==> config.mk <==
export PLATFORM = sky130hd
export DESIGN_NAME = i2c_cond_detect
export DESIGN_NICKNAME = d
export VERILOG_FILES = /design/src/rtl/i2c_cond_pkg.sv /design/src/rtl/i2c_cond_dp.sv /design/src/rtl/i2c_cond_ctrl.sv /design/src/rtl/i2c_cond_detect.sv
export SDC_FILE = /design/constraint.sdc
export NUM_CORES = 1
export LEC_CHECK = 0
export BUFFER_PORTS_ARGS = -buffer_cell sky130_fd_sc_hd__buf_2
export CORE_MARGIN = 1.5
export CORE_UTILIZATION = 55
export DETAILED_ROUTE_END_ITERATION = 16
export PLACE_DENSITY = 0.77
export SYNTH_ARGS = -nofsm -noshare
export SYNTH_HDL_FRONTEND = slang
export SYNTH_SLANG_ARGS = --single-unit
==> constraint.sdc <==
create_clock -name clk -period 3.76 [get_ports clk]
set_input_delay 0.752 -clock clk [delete_from_list [all_inputs] [get_ports clk]]
set_output_delay 0.752 -clock clk [all_outputs]
set_load 0.005 [all_outputs]
==> src/rtl/i2c_cond_pkg.sv <==
package i2c_cond_pkg;
  // qualifiers from the datapath to the control
  typedef struct packed {
    logic sdaNow;
    logic sclNow;
    logic sdaEdge;
    logic setupOk;
    logic holdOk;
    logic highOk;
  } qualT;

  // strobes from the control to the datapath
  typedef struct packed {
    logic markStart;
    logic markStop;
  } strobeT;

  typedef enum logic [1:0] {
    WATCH      = 2'd0,
    HOLD_START = 2'd1,
    HOLD_STOP  = 2'd2
  } phaseT;
endpackage

==> src/rtl/i2c_cond_dp.sv <==
module i2c_cond_dp
  import i2c_cond_pkg::*;
#(
  parameter int SETUP_CYC = 2,
  parameter int HOLD_CYC  = 2,
  parameter int HIGH_CYC  = 3
) (
  input  logic   clk,
  input  logic   rstN,
  input  logic   sdaIn,
  input  logic   sclIn,
  input  logic   addrStrobe,
  input  logic   addrMatch,
  input  logic   txWrite,
  input  strobeT strb,
  output qualT   qual,
  output logic   busBusy,
  output logic   startFlag,
  output logic   startEvt,
  output logic   stopEvt
);
  localparam int MAX_REQ = (SETUP_CYC > HOLD_CYC) ?
                           ((SETUP_CYC > HIGH_CYC) ? SETUP_CYC : HIGH_CYC) :
                           ((HOLD_CYC > HIGH_CYC) ? HOLD_CYC : HIGH_CYC);
  localparam int CNT_W = $clog2(MAX_REQ + 1) + 1;
  localparam logic [CNT_W-1:0] CNT_MAX = {CNT_W{1'b1}};
  localparam int LINES = 2;  // bit 0 = SDA, bit 1 = SCL

  logic [LINES-1:0] rawIn, syncA, syncB;
  logic             sdaD;
  logic [CNT_W-1:0] sdaCnt, sclCnt;
  logic             matchSeen;

  assign rawIn = {sclIn, sdaIn};

  // two-flop synchroniser, one chain per bus line
  for (genvar g = 0; g < LINES; g++) begin : gSync
    always_ff @(posedge clk) begin
      if (!rstN) begin
        syncA[g] <= 1'b1;
        syncB[g] <= 1'b1;
      end else begin
        syncA[g] <= rawIn[g];
        syncB[g] <= syncA[g];
      end
    end
  end

  // sdaCnt: consecutive samples of the previous SDA level
  // sclCnt: consecutive high SCL samples up to the previous cycle
  always_ff @(posedge clk) begin
    if (!rstN) begin
      sdaD   <= 1'b1;
      sdaCnt <= '0;
      sclCnt <= '0;
    end else begin
      sdaD <= syncB[0];
      if (syncB[0] != sdaD)    sdaCnt <= CNT_W'(1);
      else if (sdaCnt != CNT_MAX) sdaCnt <= sdaCnt + 1'b1;
      if (!syncB[1])           sclCnt <= '0;
      else if (sclCnt != CNT_MAX) sclCnt <= sclCnt + 1'b1;
    end
  end

  always_comb begin
    qual.sdaNow  = syncB[0];
    qual.sclNow  = syncB[1];
    qual.sdaEdge = (syncB[0] != sdaD);
    qual.setupOk = (sdaCnt >= CNT_W'(SETUP_CYC)) && (sclCnt >= CNT_W'(SETUP_CYC));
    qual.holdOk  = (sdaCnt >= CNT_W'(HOLD_CYC - 1));
    qual.highOk  = (sclCnt >= CNT_W'(HIGH_CYC - 1));
  end

  // flags and event pulses
  always_ff @(posedge clk) begin
    if (!rstN) begin
      busBusy   <= 1'b0;
      startFlag <= 1'b0;
      matchSeen <= 1'b0;
      startEvt  <= 1'b0;
      stopEvt   <= 1'b0;
    end else begin
      startEvt <= strb.markStart;
      stopEvt  <= strb.markStop;
      if (strb.markStart)     busBusy <= 1'b1;
      else if (strb.markStop) busBusy <= 1'b0;
      if (strb.markStart) begin
        startFlag <= 1'b1;
        matchSeen <= 1'b0;
      end else if (startFlag && addrStrobe) begin
        if (addrMatch) matchSeen <= 1'b1;
        else           startFlag <= 1'b0;
      end else if (startFlag && matchSeen && txWrite) begin
        startFlag <= 1'b0;
        matchSeen <= 1'b0;
      end
    end
  end

  assert_busy_on_start_R5: assert property (@(posedge clk) disable iff (!rstN)
    startEvt |-> busBusy);
  assert_busy_off_stop_R5: assert property (@(posedge clk) disable iff (!rstN)
    stopEvt |-> !busBusy);
  assert_busy_falls_on_stop_R5: assert property (@(posedge clk) disable iff (!rstN)
    $fell(busBusy) |-> stopEvt);
  assert_flag_on_start_R6: assert property (@(posedge clk) disable iff (!rstN)
    startEvt |-> startFlag);
  assert_mismatch_clear_R7: assert property (@(posedge clk) disable iff (!rstN)
    (startFlag && addrStrobe && !addrMatch && !strb.markStart) |=> !startFlag);
  assert_evt_exclusive_R4: assert property (@(posedge clk) disable iff (!rstN)
    !(startEvt && stopEvt));
endmodule

==> src/rtl/i2c_cond_ctrl.sv <==
module i2c_cond_ctrl
  import i2c_cond_pkg::*;
(
  input  logic   clk,
  input  logic   rstN,
  input  qualT   qual,
  output strobeT strb
);
  phaseT phase, phaseNext;

  always_comb begin
    phaseNext = phase;
    strb      = '0;
    unique case (phase)
      WATCH: begin
        if (qual.sdaEdge && qual.sclNow && qual.setupOk)
          phaseNext = qual.sdaNow ? HOLD_STOP : HOLD_START;
      end
      HOLD_START, HOLD_STOP: begin
        if (!qual.sclNow || qual.sdaEdge) begin
          phaseNext = WATCH;
        end else if (qual.holdOk && qual.highOk) begin
          phaseNext      = WATCH;
          strb.markStart = (phase == HOLD_START);
          strb.markStop  = (phase == HOLD_STOP);
        end
      end
      default: phaseNext = WATCH;
    endcase
  end

  always_ff @(posedge clk) begin
    if (!rstN) phase <= WATCH;
    else       phase <= phaseNext;
  end

  assert_start_under_scl_R1: assert property (@(posedge clk) disable iff (!rstN)
    strb.markStart |-> (qual.sclNow && !qual.sdaNow));
  assert_stop_under_scl_R4: assert property (@(posedge clk) disable iff (!rstN)
    strb.markStop |-> (qual.sclNow && qual.sdaNow));
  assert_setup_gate_R2: assert property (@(posedge clk) disable iff (!rstN)
    (phase == WATCH && qual.sdaEdge && !qual.setupOk) |=> phase == WATCH);
  assert_scl_low_quiet_R10: assert property (@(posedge clk) disable iff (!rstN)
    !qual.sclNow |-> !(strb.markStart || strb.markStop));
endmodule

==> src/rtl/i2c_cond_detect.sv <==
module i2c_cond_detect
  import i2c_cond_pkg::*;
#(
  parameter int SETUP_CYC = 2,
  parameter int HOLD_CYC  = 2,
  parameter int HIGH_CYC  = 3
) (
  input  logic clk,
  input  logic rstN,
  input  logic sdaIn,
  input  logic sclIn,
  input  logic addrStrobe,
  input  logic addrMatch,
  input  logic txWrite,
  output logic busBusy,
  output logic startFlag,
  output logic startEvt,
  output logic stopEvt
);
  qualT   qual;
  strobeT strb;

  i2c_cond_dp #(
    .SETUP_CYC(SETUP_CYC),
    .HOLD_CYC (HOLD_CYC),
    .HIGH_CYC (HIGH_CYC)
  ) uDp (
    .clk       (clk),
    .rstN      (rstN),
    .sdaIn     (sdaIn),
    .sclIn     (sclIn),
    .addrStrobe(addrStrobe),
    .addrMatch (addrMatch),
    .txWrite   (txWrite),
    .strb      (strb),
    .qual      (qual),
    .busBusy   (busBusy),
    .startFlag (startFlag),
    .startEvt  (startEvt),
    .stopEvt   (stopEvt)
  );

  i2c_cond_ctrl uCtrl (
    .clk (clk),
    .rstN(rstN),
    .qual(qual),
    .strb(strb)
  );
endmodule

==> results of run 1 <==
where the power goes:
group / internal [mW] / leakage, nW / switching, mW
sequential: 0.198 / 0.147 / 0.00710
combinational: 0.0162 / 0.269 / 0.0195
clock: 0.0590 / 0.0210 / 0.0546
total: 0.273 / 0.437 / 0.0813
worst paths after layout:
check | cells past startpoint | end | startpoint | slack (ns)
worst min register to register | 1 | uDp.qual[5]$_SDFF_PN1_ | uDp.syncA[0]$_SDFF_PN1_ | 0.42
worst max-delay path | 6 | uCtrl.phase[1]$_SDFFE_PN0P_ | uDp.sdaCnt[1]$_SDFFE_PP0P_ | 2.17
worst min-delay path | 1 | uDp.qual[5]$_SDFF_PN1_ | uDp.syncA[0]$_SDFF_PN1_ | 0.42
worst max register to register | 6 | uCtrl.phase[1]$_SDFFE_PN0P_ | uDp.sdaCnt[1]$_SDFFE_PP0P_ | 2.17
per-layer routing:
metal  global-route usage  up-vias  part of all wire
met1                0.164      253              0.42
met2                0.379       13              0.51
met3               0.0978        4             0.052
met5                    0        -                 0
met4               0.0968        0             0.018
li1                     -      300                 -
logic make-up after synthesis:
logic type | share of synthesized area
xor gates and xnor gates | 0.0423
and+or+nand+nor | 0.205
AOI/OAI and AO/OA | 0.0878
muxes | 0.0376
buffers and inverters | 0.0345
DFF | 0.451
adders and majority gates | 0.141
cell usage in the layout, fill, tap and decap left out:
master / n
a21o_1: 1
a21oi_1: 4
a22o_1: 1
and2_1: 2
and3_1: 2
and3_2: 1
buf_2: 10
clkbuf_4: 3
clkbuf_8: 1
dfxtp_1: 18
ha_1: 9
inv_1: 6
mux2i_1: 3
nand2_1: 6
nand2b_1: 4
nand3_1: 3
nor2_1: 9
nor3_1: 1
nor4_1: 1
nor4b_4: 1
o21ai_0: 1
o22ai_1: 3
o32a_1: 1
xnor2_2: 1
xor2_1: 2
registers in the layout (all words and copies together), names as in the netlist:
signal,count
uDp.startFlag,1
uDp.syncA,2
uDp.stopEvt,1
uDp.startEvt,1
uDp.busBusy,1
uDp.sdaD,1
uDp.qual,2
uCtrl.phase,2
uDp.sdaCnt,3
uDp.matchSeen,1
uDp.sclCnt,3
worst max-delay path: cells and delay by family (launching register included):
kind / cells / cell delay [ns]
flops: 1 / 0.43
simple gates: 2 / 0.35
compound gates: 2 / 0.50
buf+inv: 1 / 0.07
fa+ha+maj: 1 / 0.18
cell type report:
cell class	count	area, sq um
fill	109	435
inverter	6	22.5
timing repair buffer	10	50.0
tap	15	18.8
clock buffer	4	36.3
multi-input combinational	56	410
sequential	18	360
==> flow_metrics.py, run 1 <==
metrics = {
    "yosys": {
        "synth_flop_cell": "dfxtp_1",
        "syn_area_sq_um": 798,
        "synth_most_common_cell": "dfxtp_1",
        "synth_edf_count": 0,
        "synth_top_area_cell": "dfxtp_1",
        "ys_seq_area_frac": 0.451,
        "yosys-top-cells-count": "dfxtp_1, ha_1, nor2_1, inv_1, nand2_1",
        "synth_top_area_frac": 0.451,
        "synth.avg_cell_area_sq_um": 9.86,
        "synthCells": 81,
        "synth.distinct_cells": 23,
        "synth_area_leaders": "dfxtp_1, ha_1, nor2_1",
        "ys_warn_count": 0,
        "async_reset_ff_frac": 0,
        "ys_seq_elements": 18,
        "syn_nets": 97,
    },
    "die": {
        "pin_count": 11,
        "die_y_microns": 41.1,
        "rows": 13,
        "die-area_sq_mm": 0.00169,
        "core_area_sq_mm": 0.00133,
        "start_util": 0.598,
        "die_width_microns": 41.1,
    },
    "sta": {
        "hold_viol": 0,
        "tightest_slew_ns": 0.339,
        "fin_ws_ns": 2.17,
        "fin_setup_tns_ns": 0,
        "fin_crit_ns": 1.59,
        "holdWs_ns": 0.420,
        "slew_violations": 0,
        "setup_viol": 0,
        "clock_skew_ns": 0.00156,
        "max-slew-margin-rel": 0.772,
        "max_freq_mhz": 630,
        "rsz0062_at_grt": "no",
        "post-route-period-util": 0.422,
    },
    "worst_setup_path": {
        "crit_type": "reg2reg",
        "critPathMaxFanout": 6,
        "critPathSlowestCell": "dfxtp_1",
        "cp.arrival_ns": 1.81,
        "end_kind": "flop",
        "crit_chain": "inv_1 -> ha_1 -> nor4_1 -> nor2_1 -> o32a_1 -> o22ai_1",
        "crit_path_start_kind": "flop",
        "required_ns": 3.98,
        "critPathMaxStageDelay_ns": 0.43,
    },
    "clock_tree": {
        "htreeDepth": 1,
        "post_cts_buffers": 0,
        "clk_root_buffer_cell": "clkbuf_4",
        "clk_pin_slew_ns": 0.09,
        "cts_tree": "built",
        "clockBufferDepth": 2,
        "cts_hold_buf": 0,
        "clkSinkCount": 18,
        "cts_resized": 0,
        "cts_buffers": 3,
        "clock_latency_ns": 0.29,
    },
    "finish": {
        "stdcell_count": 109,
        "drive_above_1_share": 0.181,
        "design_area_sq_um": 898,
        "nNetsFinal": 111,
        "diodes": 0,
        "fin_util": 0.674,
        "area_growth_syn_to_layout_pct": 12.5,
    },
    "routing": {
        "ant_nets": 0,
        "firstDrtPassIters": 2,
        "wire_per_inst_microns": 11.2,
        "drc": 0,
        "drt-initial-drc-count": 6,
        "wl_mm": 1.22,
        "via_count": 570,
        "via_per_inst": 5.23,
    },
    "placement": {
        "placed_cell_area_sq_um": 862,
        "place_ws_ns": 2.06,
        "dp_hpwl_mm": 1.01,
        "io_buffer_count": 10,
        "place_congestion": 0.791,
        "placed_cells": 105,
    },
    "hold_path": {
        "hp-class": "reg2reg",
    },
    "global_route": {
        "grt_pass1_wl_mm": 2.03,
        "grt_max_degree": 14,
        "antenna_found_initial": 0,
        "gr-total-overflow": 0,
        "grt_usage": 0.198,
        "grt_pass1_vias": 530,
    },
    "job": {
        "drv_cap": 0,
    },
    "pwr": {
        "p_leak_nw": 0.437,
        "peakVddDrop_v": 0.000256,
        "powerDensity_mw_per_mm2": 395,
        "fin_total_pwr_mw": 0.355,
    },
    "status": {
        "status": "finished, final reports clean",
    },
}
(Power assumes the default switching activity.)
==> run 2, diff against run 1 <==
Settings changed: CORE_UTILIZATION 55 to 48, PLACE_DENSITY 0.77 to 0.71.
Clock period 3.76 ns to 1.4 ns, I/O delays scaled along.
==> flow_metrics.py, run 2 (synthesis gave the netlist of run 1 again) <==
metrics = {
    "hold_path": {
        "hp-class": "in2reg",
    },
    "die": {
        "core_area_sq_mm": 0.00152,
        "die-area_sq_mm": 0.00192,
        "rows": 14,
        "die_width_microns": 43.8,
        "pin_count": 11,
        "start_util": 0.524,
        "die_y_microns": 43.8,
    },
    "clock_tree": {
        "clkSinkCount": 18,
        "clk_root_buffer_cell": "clkbuf_4",
        "cts_buffers": 3,
        "clockBufferDepth": 2,
        "htreeDepth": 1,
        "clock_latency_ns": 0.29,
        "cts_tree": "built",
        "clk_pin_slew_ns": 0.10,
    },
    "finish": {
        "final_cell_mix": "dfxtp_1, buf_2, nor2_1",
        "drive_above_1_share": 0.340,
        "stdcell_count": 116,
        "final_common_cell": "dfxtp_1",
        "area_growth_syn_to_layout_pct": 26.3,
        "design_area_sq_mm": 0.00101,
        "nNetsFinal": 117,
        "top_regs": "uDp.sclCnt: 3 flops, uDp.sdaCnt: 3 flops",
        "diodes": 0,
    },
    "sta": {
        "fin_ws_ns": -0.0515,
        "rsz0062_at_grt": "yes",
        "clock_skew_ns": 0.00282,
        "holdWs_ns": 0.156,
        "max-slew-margin-rel": 0.768,
        "max_freq_mhz": 689,
        "fin_setup_tns_ns": -0.0852,
        "fin_crit_ns": 1.45,
        "post-route-period-util": 1.04,
        "hold_viol": 0,
        "tightest_slew_ns": 0.346,
        "slew_violations": 0,
        "setup_viol": 4,
    },
    "routing": {
        "wire_per_inst_microns": 12.6,
        "ant_nets": 0,
        "via_count": 623,
        "drc": 0,
        "firstDrtPassIters": 6,
        "wl_mm": 1.46,
        "via_per_inst": 5.37,
        "drt-initial-drc-count": 7,
    },
    "worst_setup_path": {
        "required_ns": 1.61,
        "critPathMaxFanout": 3,
        "crit_type": "reg2reg",
        "crit_path_start_kind": "flop",
        "end_kind": "flop",
        "cp.arrival_ns": 1.66,
    },
    "placement": {
        "place_congestion": 0.659,
        "placed_cells": 110,
        "placed_cell_area_sq_um": 893,
        "io_buffer_count": 10,
        "dp_hpwl_microns": 986,
    },
    "status": {
        "status": "complete, but fails checks",
        "failed_checks": "setup timing",
    },
    "global_route": {
        "grt_usage": 0.162,
        "grt_pass1_wl_mm": 2.24,
        "grt_pass1_vias": 573,
        "gr-total-overflow": 0,
        "antenna_found_initial": 0,
        "grt_max_degree": 13,
    },
    "pwr": {
        "peakVddDrop_v": 0.000571,
        "p_leak_nw": 0.471,
        "powerDensity_mw_per_mm2": 1020,
    },
    "job": {
        "drv_cap": 0,
    },
}
-- run 2: final timing paths --
kind                                                 start                      end  slack [ns]  cells past startpoint
worst max-delay path            uDp.sdaCnt[1]$_SDFFE_PP0P_   uDp.stopEvt$_SDFF_PN0_       -0.05                      7
worst max register to register  uDp.sdaCnt[1]$_SDFFE_PP0P_   uDp.stopEvt$_SDFF_PN0_       -0.05                      7
worst min register to register     uDp.syncA[0]$_SDFF_PN1_   uDp.qual[5]$_SDFF_PN1_        0.42                      1
worst min-delay path                                 sclIn  uDp.syncA[1]$_SDFF_PN1_        0.16                      2
-- run 2: area by class of cell --
class                           count  area, sq um
Inverter                            6         22.5
Sequential cell                    18          363
Fill cell                         122          515
Tap cell                           16         20.0
Clock buffer                        4         36.3
Multi-Input combinational cell     56          468
Timing Repair Buffer               16         98.8
-- run 2: where the power goes --
group	switching (mW)	leakage (nW)	total [mW]	internal (mW)
clock network	0.163	0.0210	0.322	0.159
logic	0.0739	0.303	0.151	0.0768
registers	0.0201	0.148	0.554	0.534
-- run 2: metal layers --
metal  vias to the layer above  track usage  part of all wire
li1                        312            -                 -
met4                         0        0.127             0.021
met1                       284        0.193              0.44
met2                        22        0.259              0.50
met3                         5       0.0250             0.038
met5                         -            0                 0
-- run 2: metrics by stage --
step | worst slack, ns | total power [mW] | utilization
6_report | -0.0515 | 1.03 | 0.662
5_1_grt | -0.120 | 1.08 | 0.662
4_1_cts | 0.0155 | 1.01 | 0.623
3_5_place_dp | -0.0467 | 0.674 | 0.586
3_3_place_gp | 0.0385 | 0.669 | 0.586
2_1_floorplan | 0.0478 | 0.632 | -
-- run 2: what timing repair did --
action,CTS,global route
gates resized for setup,3,12
buffers inserted,1,1
hold buffers,0,0
setup endpoints to repair,2,7
pin swaps,2,5
endpoints found under the hold margin,0,0
-- run 2: worst max-delay path: stages, from the launching register on --
cell     delay, ns
dfxtp_2       0.36
inv_2         0.05
ha_4          0.15
nor4_4        0.29
nor2_2        0.08
buf_6         0.13
and3_4        0.16
and2_4        0.14
